==> config.mk <==
export PLATFORM = sky130hd
export DESIGN_NAME = cpu_entry_seq
export DESIGN_NICKNAME = d
export VERILOG_FILES = /design/src/rtl/cpu_entry_pkg.sv /design/src/rtl/ces_vec_pick.sv /design/src/rtl/ces_stack_step.sv /design/src/rtl/ces_wake_timer.sv /design/src/rtl/cpu_entry_seq.sv
export SDC_FILE = /design/constraint.sdc
export NUM_CORES = 1
export LEC_CHECK = 0
export CAP_MARGIN = 10
export CORE_ASPECT_RATIO = 0.8
export CORE_MARGIN = 3
export CORE_UTILIZATION = 49
export CTS_CLUSTER_DIAMETER = 50
export DETAILED_ROUTE_END_ITERATION = 6
export GPL_TIMING_DRIVEN = 0
export PLACE_DENSITY = 0.88
export SLEW_MARGIN = 25
export SYNTH_ARGS = -nofsm -noshare
export SYNTH_HDL_FRONTEND = slang
export SYNTH_HIERARCHICAL = 1
export SYNTH_SLANG_ARGS = --single-unit
==> constraint.sdc <==
create_clock -name clk -period 4.15 [get_ports clk]
set_input_delay 0.415 -clock clk [delete_from_list [all_inputs] [get_ports clk]]
set_output_delay 0.415 -clock clk [all_outputs]
set_load 0.05 [all_outputs]
==> src/rtl/cpu_entry_pkg.sv <==
// Shared types and constants for the CPU entry sequencer.
// Assumes 24-bit byte addresses built as {bank, 16-bit offset}.
package cpu_entry_pkg;

    typedef enum logic [3:0] {
        ST_BOOT,
        ST_IDLE,
        ST_DUMMY,
        ST_INTERNAL,
        ST_PUSH_PB,
        ST_PUSH_PCH,
        ST_PUSH_PCL,
        ST_PUSH_P,
        ST_VEC_LO,
        ST_VEC_HI,
        ST_RST_LO,
        ST_RST_HI,
        ST_WAKE,
        ST_FIN
    } seq_st_e;

    localparam logic [15:0] VEC_RESET   = 16'hFFFC;
    localparam logic [15:0] VEC_NMI_NAT = 16'hFFEA;
    localparam logic [15:0] VEC_IRQ_NAT = 16'hFFEE;
    localparam logic [15:0] VEC_NMI_EMU = 16'hFFFA;
    localparam logic [15:0] VEC_IRQ_EMU = 16'hFFFE;

    localparam logic [7:0]  P_AFTER_RESET = 8'h34;
    localparam int          P_BIT_IMASK   = 2;
    localparam int          P_BIT_DEC     = 3;
    localparam int          P_BIT_BRK     = 4;

    localparam logic [7:0]  ZERO_BANK     = 8'h00;
    localparam logic [7:0]  EMU_STACK_HI  = 8'h01;

endpackage

==> src/rtl/ces_vec_pick.sv <==
// Interrupt arbitration and vector choice.
// Assumes: nmi_pend and irq_pend are levels; NMI outranks IRQ.
module ces_vec_pick
    import cpu_entry_pkg::*;
(
    input  logic        nmi_pend,
    input  logic        emu,
    output logic        take_nmi,
    output logic [15:0] vec
);

    // Pick the winning request and its vector for the current mode.
    always_comb begin
        take_nmi = nmi_pend;
        if (emu) vec = take_nmi ? VEC_NMI_EMU : VEC_IRQ_EMU;
        else     vec = take_nmi ? VEC_NMI_NAT : VEC_IRQ_NAT;
    end

endmodule

==> src/rtl/ces_stack_step.sv <==
// Push address and post-decrement stack pointer.
// Assumes: pushes go to bank zero; in emulation mode the page is pinned to one.
module ces_stack_step
    import cpu_entry_pkg::*;
(
    input  logic [15:0] sp,
    input  logic        emu,
    output logic [23:0] push_addr,
    output logic [15:0] sp_next
);

    // Form the write address and the decremented pointer.
    always_comb begin
        if (emu) begin
            push_addr = {ZERO_BANK, EMU_STACK_HI, sp[7:0]};
            sp_next   = {EMU_STACK_HI, sp[7:0] - 8'd1};
        end else begin
            push_addr = {ZERO_BANK, sp};
            sp_next   = sp - 16'd1;
        end
    end

endmodule

==> src/rtl/ces_wake_timer.sv <==
// Down-counter that measures the hold-off after the reset vector fetch.
// Assumes CLKS >= 1; load makes 'zero' go low for CLKS-1 further clocks.
module ces_wake_timer #(
    parameter int CLKS = 186
) (
    input  logic clk,
    input  logic rst_n,
    input  logic load,
    output logic zero
);

    localparam int CW = (CLKS > 1) ? $clog2(CLKS) : 1;

    logic [CW-1:0] cnt;

    // Reload on request, otherwise count down to zero and stop.
    always_ff @(posedge clk) begin
        if (!rst_n)          cnt <= '0;
        else if (load)       cnt <= CW'(CLKS - 1);
        else if (cnt != '0)  cnt <= cnt - 1'b1;
    end

    assign zero = (cnt == '0);

endmodule

==> src/rtl/cpu_entry_seq.sv <==
// CPU interrupt and reset entry sequencer (top).
// Runs the power-up/soft-reset vector fetch with a fixed hold-off, and the
// interrupt entry: dummy read, idle clock, stack pushes, vector fetch.
// Assumes: one bus transaction at a time, each step completes on bus_ack;
// cur_* are stable from sequence start until done.
module cpu_entry_seq
    import cpu_entry_pkg::*;
#(
    parameter int WAKE_CLKS = 186
) (
    input  logic        clk,
    input  logic        rst_n,
    input  logic        rst_req,
    input  logic        nmi_pend,
    input  logic        irq_pend,
    input  logic        insn_bound,
    input  logic        cur_e,
    input  logic [7:0]  cur_p,
    input  logic [7:0]  cur_pbr,
    input  logic [15:0] cur_pc,
    input  logic [15:0] cur_s,
    input  logic [15:0] cur_a,
    input  logic [15:0] cur_x,
    input  logic [15:0] cur_y,
    output logic        bus_req,
    output logic        bus_we,
    output logic [23:0] bus_addr,
    output logic [7:0]  bus_wdata,
    input  logic [7:0]  bus_rdata,
    input  logic        bus_ack,
    output logic        done,
    output logic        done_rst,
    output logic        clr_nmi,
    output logic        clr_irq,
    output logic [15:0] new_pc,
    output logic [7:0]  new_pbr,
    output logic [7:0]  new_p,
    output logic        new_e,
    output logic [15:0] new_s,
    output logic [15:0] new_a,
    output logic [15:0] new_x,
    output logic [15:0] new_y
);

    seq_st_e     st;
    logic [15:0] w_pc, w_s, w_vec;
    logic [7:0]  w_pbr, w_p, w_lo, w_hi;
    logic        w_e, w_nmi, w_rst, w_pwr;

    logic        take_nmi;
    logic [15:0] pick_vec;
    logic [23:0] push_addr;
    logic [15:0] sp_next;
    logic        tmr_load, tmr_zero;
    logic        is_push;
    logic        accept;

    ces_vec_pick u_pick (
        .nmi_pend (nmi_pend),
        .emu      (cur_e),
        .take_nmi (take_nmi),
        .vec      (pick_vec)
    );

    ces_stack_step u_stack (
        .sp        (w_s),
        .emu       (w_e),
        .push_addr (push_addr),
        .sp_next   (sp_next)
    );

    ces_wake_timer #(.CLKS(WAKE_CLKS)) u_wake (
        .clk   (clk),
        .rst_n (rst_n),
        .load  (tmr_load),
        .zero  (tmr_zero)
    );

    assign accept   = insn_bound && (nmi_pend || irq_pend);
    assign tmr_load = (st == ST_RST_HI) && bus_ack;
    assign is_push  = (st == ST_PUSH_PB) || (st == ST_PUSH_PCH) ||
                      (st == ST_PUSH_PCL) || (st == ST_PUSH_P);

    // Sequence state and working copies of the registers being saved.
    always_ff @(posedge clk) begin
        if (!rst_n) begin
            st    <= ST_BOOT;
            w_pc  <= '0;
            w_s   <= '0;
            w_vec <= '0;
            w_pbr <= '0;
            w_p   <= '0;
            w_lo  <= '0;
            w_hi  <= '0;
            w_e   <= 1'b1;
            w_nmi <= 1'b0;
            w_rst <= 1'b1;
            w_pwr <= 1'b1;
        end else if (rst_req) begin
            st    <= ST_RST_LO;
            w_rst <= 1'b1;
            w_pwr <= 1'b0;
        end else begin
            case (st)
                ST_BOOT:     st <= ST_RST_LO;
                ST_IDLE: if (accept) begin
                    w_pc  <= cur_pc;
                    w_pbr <= cur_pbr;
                    w_p   <= cur_p;
                    w_e   <= cur_e;
                    w_s   <= cur_s;
                    w_vec <= pick_vec;
                    w_nmi <= take_nmi;
                    w_rst <= 1'b0;
                    st    <= ST_DUMMY;
                end
                ST_DUMMY:    if (bus_ack) st <= ST_INTERNAL;
                ST_INTERNAL: st <= w_e ? ST_PUSH_PCH : ST_PUSH_PB;
                ST_PUSH_PB:  if (bus_ack) begin w_s <= sp_next; st <= ST_PUSH_PCH; end
                ST_PUSH_PCH: if (bus_ack) begin w_s <= sp_next; st <= ST_PUSH_PCL; end
                ST_PUSH_PCL: if (bus_ack) begin w_s <= sp_next; st <= ST_PUSH_P;   end
                ST_PUSH_P:   if (bus_ack) begin w_s <= sp_next; st <= ST_VEC_LO;   end
                ST_VEC_LO:   if (bus_ack) begin w_lo <= bus_rdata; st <= ST_VEC_HI; end
                ST_VEC_HI:   if (bus_ack) begin w_hi <= bus_rdata; st <= ST_FIN;    end
                ST_RST_LO:   if (bus_ack) begin w_lo <= bus_rdata; st <= ST_RST_HI; end
                ST_RST_HI:   if (bus_ack) begin w_hi <= bus_rdata; st <= ST_WAKE;   end
                ST_WAKE:     if (tmr_zero) st <= ST_FIN;
                ST_FIN: begin
                    st    <= ST_IDLE;
                    w_pwr <= 1'b0;
                end
                default:     st <= ST_IDLE;
            endcase
        end
    end

    // Bus request, direction, address and write data per step.
    always_comb begin
        bus_req   = is_push || (st == ST_DUMMY) || (st == ST_VEC_LO) ||
                    (st == ST_VEC_HI) || (st == ST_RST_LO) || (st == ST_RST_HI);
        bus_we    = is_push;
        bus_wdata = 8'h00;
        bus_addr  = push_addr;
        case (st)
            ST_DUMMY:    bus_addr = {w_pbr, w_pc};
            ST_VEC_LO:   bus_addr = {ZERO_BANK, w_vec};
            ST_VEC_HI:   bus_addr = {ZERO_BANK, w_vec + 16'd1};
            ST_RST_LO:   bus_addr = {ZERO_BANK, VEC_RESET};
            ST_RST_HI:   bus_addr = {ZERO_BANK, VEC_RESET + 16'd1};
            default:     bus_addr = push_addr;
        endcase
        case (st)
            ST_PUSH_PB:  bus_wdata = w_pbr;
            ST_PUSH_PCH: bus_wdata = w_pc[15:8];
            ST_PUSH_PCL: bus_wdata = w_pc[7:0];
            ST_PUSH_P: begin
                bus_wdata = w_p;
                if (w_e) bus_wdata[P_BIT_BRK] = 1'b0;
            end
            default:     bus_wdata = 8'h00;
        endcase
    end

    // Completion strobes and the register values handed back to the core.
    always_comb begin
        done     = (st == ST_FIN);
        done_rst = done && w_rst;
        clr_nmi  = done && !w_rst && w_nmi;
        clr_irq  = done && !w_rst && !w_nmi;
        new_pc   = {w_hi, w_lo};
        new_pbr  = ZERO_BANK;
        if (w_rst) begin
            new_p = P_AFTER_RESET;
            new_e = 1'b1;
            new_s = w_pwr ? {EMU_STACK_HI, 8'hFF} : {EMU_STACK_HI, cur_s[7:0]};
            new_a = w_pwr ? 16'h0000 : cur_a;
            new_x = w_pwr ? 16'h0000 : {8'h00, cur_x[7:0]};
            new_y = w_pwr ? 16'h0000 : {8'h00, cur_y[7:0]};
        end else begin
            new_p = w_p;
            new_p[P_BIT_IMASK] = 1'b1;
            new_p[P_BIT_DEC]   = 1'b0;
            new_e = w_e;
            new_s = w_s;
            new_a = cur_a;
            new_x = cur_x;
            new_y = cur_y;
        end
    end

endmodule

==> results.md, run 1 <==
- Status: finished, final reports clean
- Antenna cell count: 0
- Fraction of layout cells with a size suffix above 1: 10.1%
- Worst setup EP type: output port
- Critical path arrival: 3.32 ns
- GRT Util Overall: 29.1%
- Post-CTS sizing: 0
- Max clock buf depth: 2
- Syn Area/Cell: 7.83 um^2
- #FFs+latches synth: 96
- Post-DP HPWL: 17500 um
- Die width: 135 um
- Final TNS setup: 0 ns
- Starting Density: 51.6%
- Most common cell in the netlist: nand2_1
- DIE HEIGHT: 109 um
- Critical path peak fanout: 10
- Worst Hold Class: flip-flop to flip-flop
- Max_slew headroom: 37.3%
- Final hold vios: 0
- Number of placed I/O pins: 247
- WP data required: 3.73 ns
- I/O Buffers: 236
- Pins over their slew limit: 0
- Mapped Area: 6480 um^2
- Final Cycle Share: 90.0%
- Placed cell count: 1262
- Fmax: 0.268 GHz
- P_int: 1930 uW
- Cells after Synth: 828
- Final Setup Violations: 0
- Largest net degree at the start of global routing: 18
- Async S/R FF share, synth: 0%
- R2R setup slack: 1.78 ns
- CTS buffer count: 9
- List of most frequent post-synthesis cells: 150 x nand2_1, 96 x dfxtp_1, 52 x nor2b_1
- WP depth: 8
- Startpoint types: flip-flop
- Number of distinct library cells after synthesis: 69
- Clock Latency Late Sink: 0.35 ns
- Row cnt: 36
- H-tree levels: 3
- Power, Total: 3030 uW
- Cell taking the most area after synthesis: dfxtp_1
- Part of the Yosys area used for sequential elements: 29.6%
- Hold depth: 2
- Clk root buf: clkbuf_16
- Worst-Margin Slew: 0.935 ns
- Area grow syn2layout: 46.1%
- Layout Nets: 1218
- Post-Layout Cell Count: 1278
- First-pass detailed-route iteration total: 5
- Clock Skew: 0.00631 ns
- Main synth FF type: dfxtp_1
- Max Cap Viol: 0
- Die area: 14700 um^2
- Initial antenna violation count: 0
- Synth warn: 6
- Sw power: 1090 uW
- CTS tree: built
- # fillers: 952
- Gate power share: 36.7%
- Pwr Density: 319 nW/um^2
- Sw Ratio: 36.1%
- Clock Pin Slew Worst Setup and Hold Paths: 0.07 ns
- Initial DRC count: 586
- R2r worst-path depth: 7
- Synth area leaders: dfxtp_1 30%, nand2_1 8.7%, a21boi_1 5.7%, nor2b_1 5.0%, buf_4 5.0%
- Period minus WS final: 3.74 ns
- Seq pwr share: 34.2%
- Number of global-route vias before repair: 6261
- Clock Sinks: 96
- Via density: 5.36
- Final ANT Viol Nets: 0
- Final WL: 22400 um
- Core area: 12600 um^2
- Gpl congestion: 1.02
- Total number of vias: 6851
- Crit path cell chain: inv_1 -> clkbuf_1 -> nand2_1 -> nor2_1 -> clkbuf_1 -> nand2_1 -> a31oi_1 -> clkdlybuf4s50_1
- Clk pwr share: 29.1%
- Leakage: 0.00380 uW
- Unrepaired setup endpoints after global routing: no
- Post-CTS Setup Bufs: 0
- First-pass GRT wire length: 33600 um
- # DRC: 0
- Slowest stage delay, CP: 0.86 ns
- Global route total overflow: 0
- # hold bufs at CTS: 0
- Critical path class: flip-flop to output port
- Slowest cell on the critical path: clkdlybuf4s50_1
- Maximum VDD drop: 0.000260 V
- Critical path's top delay family: buffers and inverters
- Buf/Inv on CP: 4
- Share of the synthesized area in the top cell type: 29.6%
- Post-synth EDFFs: 0
- Avg WL per Cell: 17.5 um
## registers in the layout, indices dropped and copies added, names as in the netlist
register    count
w_lo            8
w_p             8
w_hi            8
w_pwr           1
w_s            16
w_pbr           8
w_vec          16
u_wake/cnt      8
w_e             1
w_pc           16
st              4
w_nmi           1
w_rst           1
## power by group through the flow
stage	Sequential (uW)	Clock (uW)	Combinational, uW
floorplan	1050	0	727
global placement	1050	0	1080
detailed placement	1050	0	1090
CTS	1030	890	1100
global route	1040	917	1180
finish	1030	879	1110
## metrics by stage
step	util (%)	hold WS (ns)	instance area, um^2	setup WS, ns
2_1_floorplan	-	0.432	6590	1.61
6_report	75.4	0.461	9480	0.414
5_1_grt	75.4	0.472	9480	0.335
4_1_cts	75.4	0.460	9480	0.564
3_3_place_gp	72.9	0.448	9160	0.954
3_5_place_dp	72.9	0.451	9160	0.964
## tightest hold or removal path, cell delays in order (launching register included)
cell	delay [ns]
dfxtp_1	0.31
nand2_1	0.04
a21boi_0	0.06
## metal layers
metal  vias to the layer above  share of wire (%)  global-route usage [%]
li1                       3303                  -                       -
met1                      3126                 43                    41.2
met2                       383                 43                    41.9
met3                        39                 12                    9.82
met4                         0                2.1                    8.72
met5                         -                  0                       0
## final cells by class
| type | count | area (um^2) | share of cell area (%) |
|---|---|---|---|
| buffer | 99 | 592 | 6.25 |
| clock buffer | 10 | 239 | 2.52 |
| clock inverter | 6 | 73.8 | 0.779 |
| inverter | 25 | 93.8 | 0.990 |
| multi-input combinational | 635 | 3980 | 42.0 |
| sequential | 96 | 1920 | 20.3 |
| tap | 171 | 214 | 2.26 |
| timing repair buffer | 236 | 2360 | 24.9 |
## path summary, 6_finish.rpt
| path | startpoint | endpoint |
|---|---|---|
| setup / recovery | st[2] | bus_addr[7] |
| hold reg to reg | w_hi[0] | w_hi[0] |
| hold / removal | w_hi[0] | w_hi[0] |
| setup reg to reg | u_wake/cnt[3] | st[2] |
## logic make-up (layout without fill, tap and decap cells)
kind of cell	after synthesis	after routing	synth area share [%]
muxes	36	36	7.14
adders and majority gates	4	4	0.772
DFF	96	96	29.6
and+or+nand+nor	368	368	29.1
xor gates and xnor gates	22	22	2.97
other	5	32	0.289
buffers and inverters	124	376	10.6
AOI/OAI and AO/OA	173	173	19.5
## layout by cell type (no fill, tap or decap), types with 32 or more instances in the layout
cell type	count
conb_1	32
and2_1	33
nor2b_1	52
buf_4	43
clkdlybuf4s50_1	236
o21ai_0	33
nand2_1	150
a21boi_1	49
nor2_1	39
dfxtp_1	96
clkbuf_1	33
Note: power is estimated with default switching activity, not from simulation.
==> run 2, diff against run 1 <==
- CORE_UTILIZATION: 49 -> 41
- PLACE_DENSITY: 0.88 -> 0.78
- SLEW_MARGIN: 25 -> 20
- clock period: 4.15 -> 3.1 ns (I/O delays scaled with it)
==> run 2 against run 1 <==
Against the previous run: combinational power rose by 32%; sequential cell count stayed put; critical path depth is the same; worst hold slack improved by 0.0038 ns; cell count increased by 3.1%; critical path type unchanged; register-to-register slack got worse by 1.1 ns; non-clock buffer count stayed put; wire length increased by 0.30%; global-route usage is 4.1 points lower.
==> results.md, run 2 (synthesis gave the netlist of run 1 again) <==
- Number of placed I/O pins: 247
- Max clock buf depth: 2
- Worst Hold Class: flip-flop to flip-flop
- Die area: 17400 um^2
- Clock Latency Late Sink: 0.35 ns
- # DRC: 0
- Final WL: 22500 um
- Critical path peak fanout: 6
- Final hold vios: 0
- Total number of vias: 6718
- Max_slew headroom: 46.1%
- GRT Util Overall: 25.1%
- Die width: 147 um
- Final worst slack: 0.134 ns
- # hold bufs at CTS: 0
- Core area: 15300 um^2
- Largest net degree at the start of global routing: 16
- Power, Total: 4010 uW
- Finished Cell Area: 9550 um^2
- Pins over their slew limit: 0
- Sw Ratio: 35.6%
- Clock Skew: 0.00645 ns
- H-tree levels: 3
- Gate power share: 36.6%
- Post-DP HPWL: 17900 um
- Sw power: 1430 uW
- Commonest non-fill, non-tap cells in the layout: 208 x clkdlybuf4s50_1, 150 x nand2_1, 96 x dfxtp_1, 52 x nor2b_1, 49 x a21boi_1
- Layout Nets: 1218
- Starting Density: 42.5%
- Seq pwr share: 34.5%
- Clk root buf: clkbuf_16
- Gpl congestion: 0.954
- Commonest non-fill, non-tap cell in the layout: clkdlybuf4s50_1
- Fmax: 0.337 GHz
- CTS tree: built
- Via density: 5.10
- Avg WL per Cell: 17.1 um
- Initial antenna violation count: 1
- First-pass detailed-route iteration total: 7
- Final Cycle Share: 95.7%
- Global route total overflow: 0
- Post-CTS Setup Bufs: 0
- Leakage: 0.00394 uW
- Max Cap Viol: 0
- Pwr Density: 420 nW/um^2
- Final ANT Viol Nets: 0
- Final Setup Violations: 0
- Status: finished, final reports clean
- Critical path arrival: 2.66 ns
- Number of global-route vias before repair: 6385
- WP data required: 2.79 ns
- WHS: 0.464 ns
- Antenna cell count: 0
- Period minus WS final: 2.97 ns
- Startpoint types: flip-flop
- Clock Sinks: 96
- Unrepaired setup endpoints after global routing: no
- Final TNS setup: 0 ns
- Clk pwr share: 28.9%
- First-pass GRT wire length: 35300 um
- I/O Buffers: 236
- Worst-Margin Slew: 0.803 ns
- P_int: 2580 uW
- Area grow syn2layout: 47.2%
- Top Registers: w_pc (16), w_s (16), w_vec (16)
- Placed Area: 9210 um^2
- Critical path class: flip-flop to output port
- Clock Pin Slew Worst Setup and Hold Paths: 0.07 ns
- Row cnt: 40
- Worst setup EP type: output port
- DIE HEIGHT: 118 um
- Initial DRC count: 525
- Place WS: -0.0573 ns
- CTS buffer count: 9
- Maximum VDD drop: 0.000289 V
- Fraction of layout cells with a size suffix above 1: 11.9%
[run 2: cell count changes in the layout (fill, tap and decap cells not counted), sizes merged]
| cell | previous run | this run |
|---|---|---|
| clkinvlp | 2 | 3 |
| clkdlybuf4s50 | 236 | 208 |
| dlygate4sd2 | 0 | 10 |
| clkdlybuf4s15 | 0 | 12 |
| inv | 28 | 25 |
| clkbuf | 43 | 46 |
| dlymetal6s2s | 0 | 5 |
[run 2: routing by layer]
metal	vias up	global-route usage, %	wire [um]
met5	-	0	7
met4	2	6.17	410
met3	36	6.48	2130
met2	291	38.3	9890
met1	3089	35.3	10000
li1	3300	-	-
[run 2: cell type report]
cell class | instances | area, um^2
Buffer | 99 | 601
Clock buffer | 12 | 256
Clock inverter | 4 | 52.6
Fill cell | 1372 | 5720
Inverter | 25 | 93.8
Multi-Input combinational cell | 635 | 3990
Sequential cell | 96 | 1920
Tap cell | 210 | 263
Timing Repair Buffer | 236 | 2370
[run 2: critical path, cell delays in order, from the launching register on]
cell and delay, ns:
dfxtp_1 0.46, ha_1 0.21, and3_1 0.16, clkbuf_1 0.30
nand3_1 0.16, nor3_1 0.14, o21ai_0 0.10, a31oi_1 0.23
dlygate4sd2_1 0.56
[run 2: what timing repair did]
action | CTS | global route
resized for setup | 58 | 21
hold endpoints to repair | 0 | 0
setup endpoints to repair | 30 | 23
cloned | 0 | 0
[run 2: final timing paths]
path / from / endpoint / slack, ns / depth (start not counted)
worst max-delay path: w_vec[0] / bus_addr[14] / 0.13 / 8
worst min-delay path: w_hi[0] / w_hi[0] / 0.46 / 2
worst max register to register: u_wake/cnt[3] / st[2] / 0.72 / 7
worst min register to register: w_hi[0] / w_hi[0] / 0.46 / 2
[run 2: power by group through the flow]
stage,registers (uW),logic [uW],clock network (uW)
after detailed placement,1410,1470,0
after CTS,1380,1460,1170
after floorplan,1400,974,0
after global routing,1390,1580,1220
final,1380,1470,1160
after global placement,1410,1460,0
[run 2: stage by stage]
| step | std cells | util (%) |
|---|---|---|
| finish | 1317 | 62.5 |
| global route | 1317 | 62.5 |
| floorplan | 855 | - |
| detailed placement | 1301 | 60.3 |
| CTS | 1317 | 62.4 |
| global placement | 1301 | 60.3 |
==> run 3, diff against run 2 <==
- CELL_PAD_IN_SITES_DETAIL_PLACEMENT: default -> 0
- CELL_PAD_IN_SITES_GLOBAL_PLACEMENT: default -> 2
- CORE_UTILIZATION: 41 -> 22
- PLACE_DENSITY: 0.78 -> 0.77
==> run 3 against run 2 <==
Against the previous run: worst hold slack got worse by 0.0079 ns; combinational power barely moved; highest routed layer unchanged; critical path type unchanged; setup slack lost 0.0075 ns; global-route usage shrank 8.6 points; via count is 1.9% lower; cell count grew 12%; sequential power about the same; die area grew 82%; wire length up 17%; maximum frequency decreased by 0.25%; non-clock buffer count is the same.
==> results.md, run 3 (synthesis gave the netlist of run 1 again) <==
- I/O Buffers: 236
- Commonest non-fill, non-tap cells in the layout: 210 x clkdlybuf4s50_1, 150 x nand2_1, 96 x dfxtp_1, 52 x nor2b_1, 49 x a21boi_1
- CTS buffer count: 9
- Final hold vios: 0
- Antenna cell count: 0
- Worst r2r src: u_wake/cnt[3]
- Post-DP HPWL: 21100 um
- Clock Skew: 0.0108 ns
- # fillers: 3047
- Commonest non-fill, non-tap cell in the layout: clkdlybuf4s50_1
- Clock Pin Slew Worst Setup and Hold Paths: 0.08 ns
- Final ANT Viol Nets: 0
- Via density: 4.46
- Final Setup Violations: 0
- Initial DRC count: 369
- Max clock buf depth: 2
- Hold Crit Start: w_p[2]
- Initial antenna violation count: 3
- Worst setup EP type: output port
- Pins over their slew limit: 0
- Pwr Density: 412 nW/um^2
- Die width: 198 um
- Power, Total: 4000 uW
- Clock Latency Late Sink: 0.36 ns
- # DRC: 0
- Startpoint types: flip-flop
- CTS tree: built
- Max_slew headroom: 40.8%
- Clock Sinks: 96
- Fraction of layout cells with a size suffix above 1: 12.1%
- # hold bufs at CTS: 0
- Starting Density: 22.7%
- Status: finished, final reports clean
- Multi-input logic area: 3990 um^2
- Row cnt: 55
- Top Registers: w_pc (16), w_s (16), w_vec (16)
- First-pass GRT wire length: 40100 um
- WP data required: 2.79 ns
- Avg WL per Cell: 17.9 um
- Core area: 28600 um^2
- Gpl congestion: 0.847
- Critical path peak fanout: 10
- Maximum VDD drop: 0.000271 V
- Total number of vias: 6591
- Die area: 31600 um^2
- Worst Hold Class: flip-flop to flip-flop
- Leakage: 0.00391 uW
- Final WL: 26400 um
- Critical path arrival: 2.66 ns
- Number of global-route vias before repair: 6425
- GRT Util Overall: 16.4%
- Area grow syn2layout: 49.8%
- Place WS: -0.153 ns
- Final TNS setup: 0 ns
- Number of placed I/O pins: 247
- Reg area: 1920 um^2
- Clk root buf: clkbuf_16
- DIE HEIGHT: 160 um
- Unrepaired setup endpoints after global routing: yes
- Max Cap Viol: 0
- First-pass detailed-route iteration total: 5
- Period minus WS final: 2.97 ns
- H-tree levels: 3
- Layout Nets: 1218
- Worst-Margin Slew: 0.882 ns
- Largest net degree at the start of global routing: 16
- Crit path launch: st[0]
- Fmax: 0.336 GHz
- Critical path class: flip-flop to output port
- Global route total overflow: 0
- Final Util: 33.9%
- Final Cycle Share: 95.9%
- Final worst slack: 0.127 ns
-- run 3: cell types whose count changed in the layout (fill, tap and decap cells not counted) --
cell	before	now
clkbuf_1	28	26
clkbuf_2	7	10
clkbuf_8	2	0
clkdlybuf4s15_2	12	10
clkdlybuf4s18_2	0	1
clkdlybuf4s50_1	208	210
clkinv_2	0	3
clkinvlp_4	3	2
dlymetal6s2s_1	5	3
-- run 3: worst paths after layout --
check / to / slack, ns / cells past startpoint
worst max-delay path: bus_wdata[5] / 0.13 / 5
worst min-delay path: w_p[2] / 0.46 / 2
worst max register to register: st[2] / 0.65 / 7
worst min register to register: w_p[2] / 0.46 / 2
-- run 3: final cells by class --
type	instances	area share, %
clock buffer	10	2.36
sequential	96	19.8
clock inverter	6	0.618
tap	370	4.76
multi-input combinational	635	41.0
buffer	99	6.21
inverter	25	0.966
timing repair buffer	236	24.3
-- run 3: timing repair --
item,4_1_cts,5_1_grt
setup buffers,0,0
endpoints found under the setup margin,32,24
pin swaps,0,0
gates resized for setup,61,19
-- run 3: critical path, stage by stage, from the launching register on --
cell,delay (ns)
dfxtp_1,0.35
buf_4,0.21
buf_2,0.32
mux4_2,0.54
nor2b_1,0.15
clkdlybuf4s50_1,0.72
-- run 3: power breakdown --
| group | switching (uW) | total [uW] | internal [uW] |
|---|---|---|---|
| clock | 524 | 1150 | 622 |
| combinational | 870 | 1480 | 608 |
| sequential | 79.2 | 1380 | 1300 |
| total | 1470 | 4000 | 2530 |
-- run 3: per-stage QoR --
stage          instances  area, um^2  hold slack, ns
2_1_floorplan        855        6590           0.432
3_3_place_gp        1461        9410           0.438
3_5_place_dp        1461        9410           0.446
4_1_cts             1477        9710           0.456
5_1_grt             1477        9720           0.489
6_report            1477        9720           0.456
-- run 3: layer usage --
layer / share of wire [%] / global-route usage [%] / vias to the layer above
met2: 42 / 23.7 / 197
li1: - / - / 3306
met4: 0.66 / 2.41 / 6
met3: 7.5 / 5.03 / 18
met5: 0.16 / 0 / -
met1: 50 / 24.4 / 3064
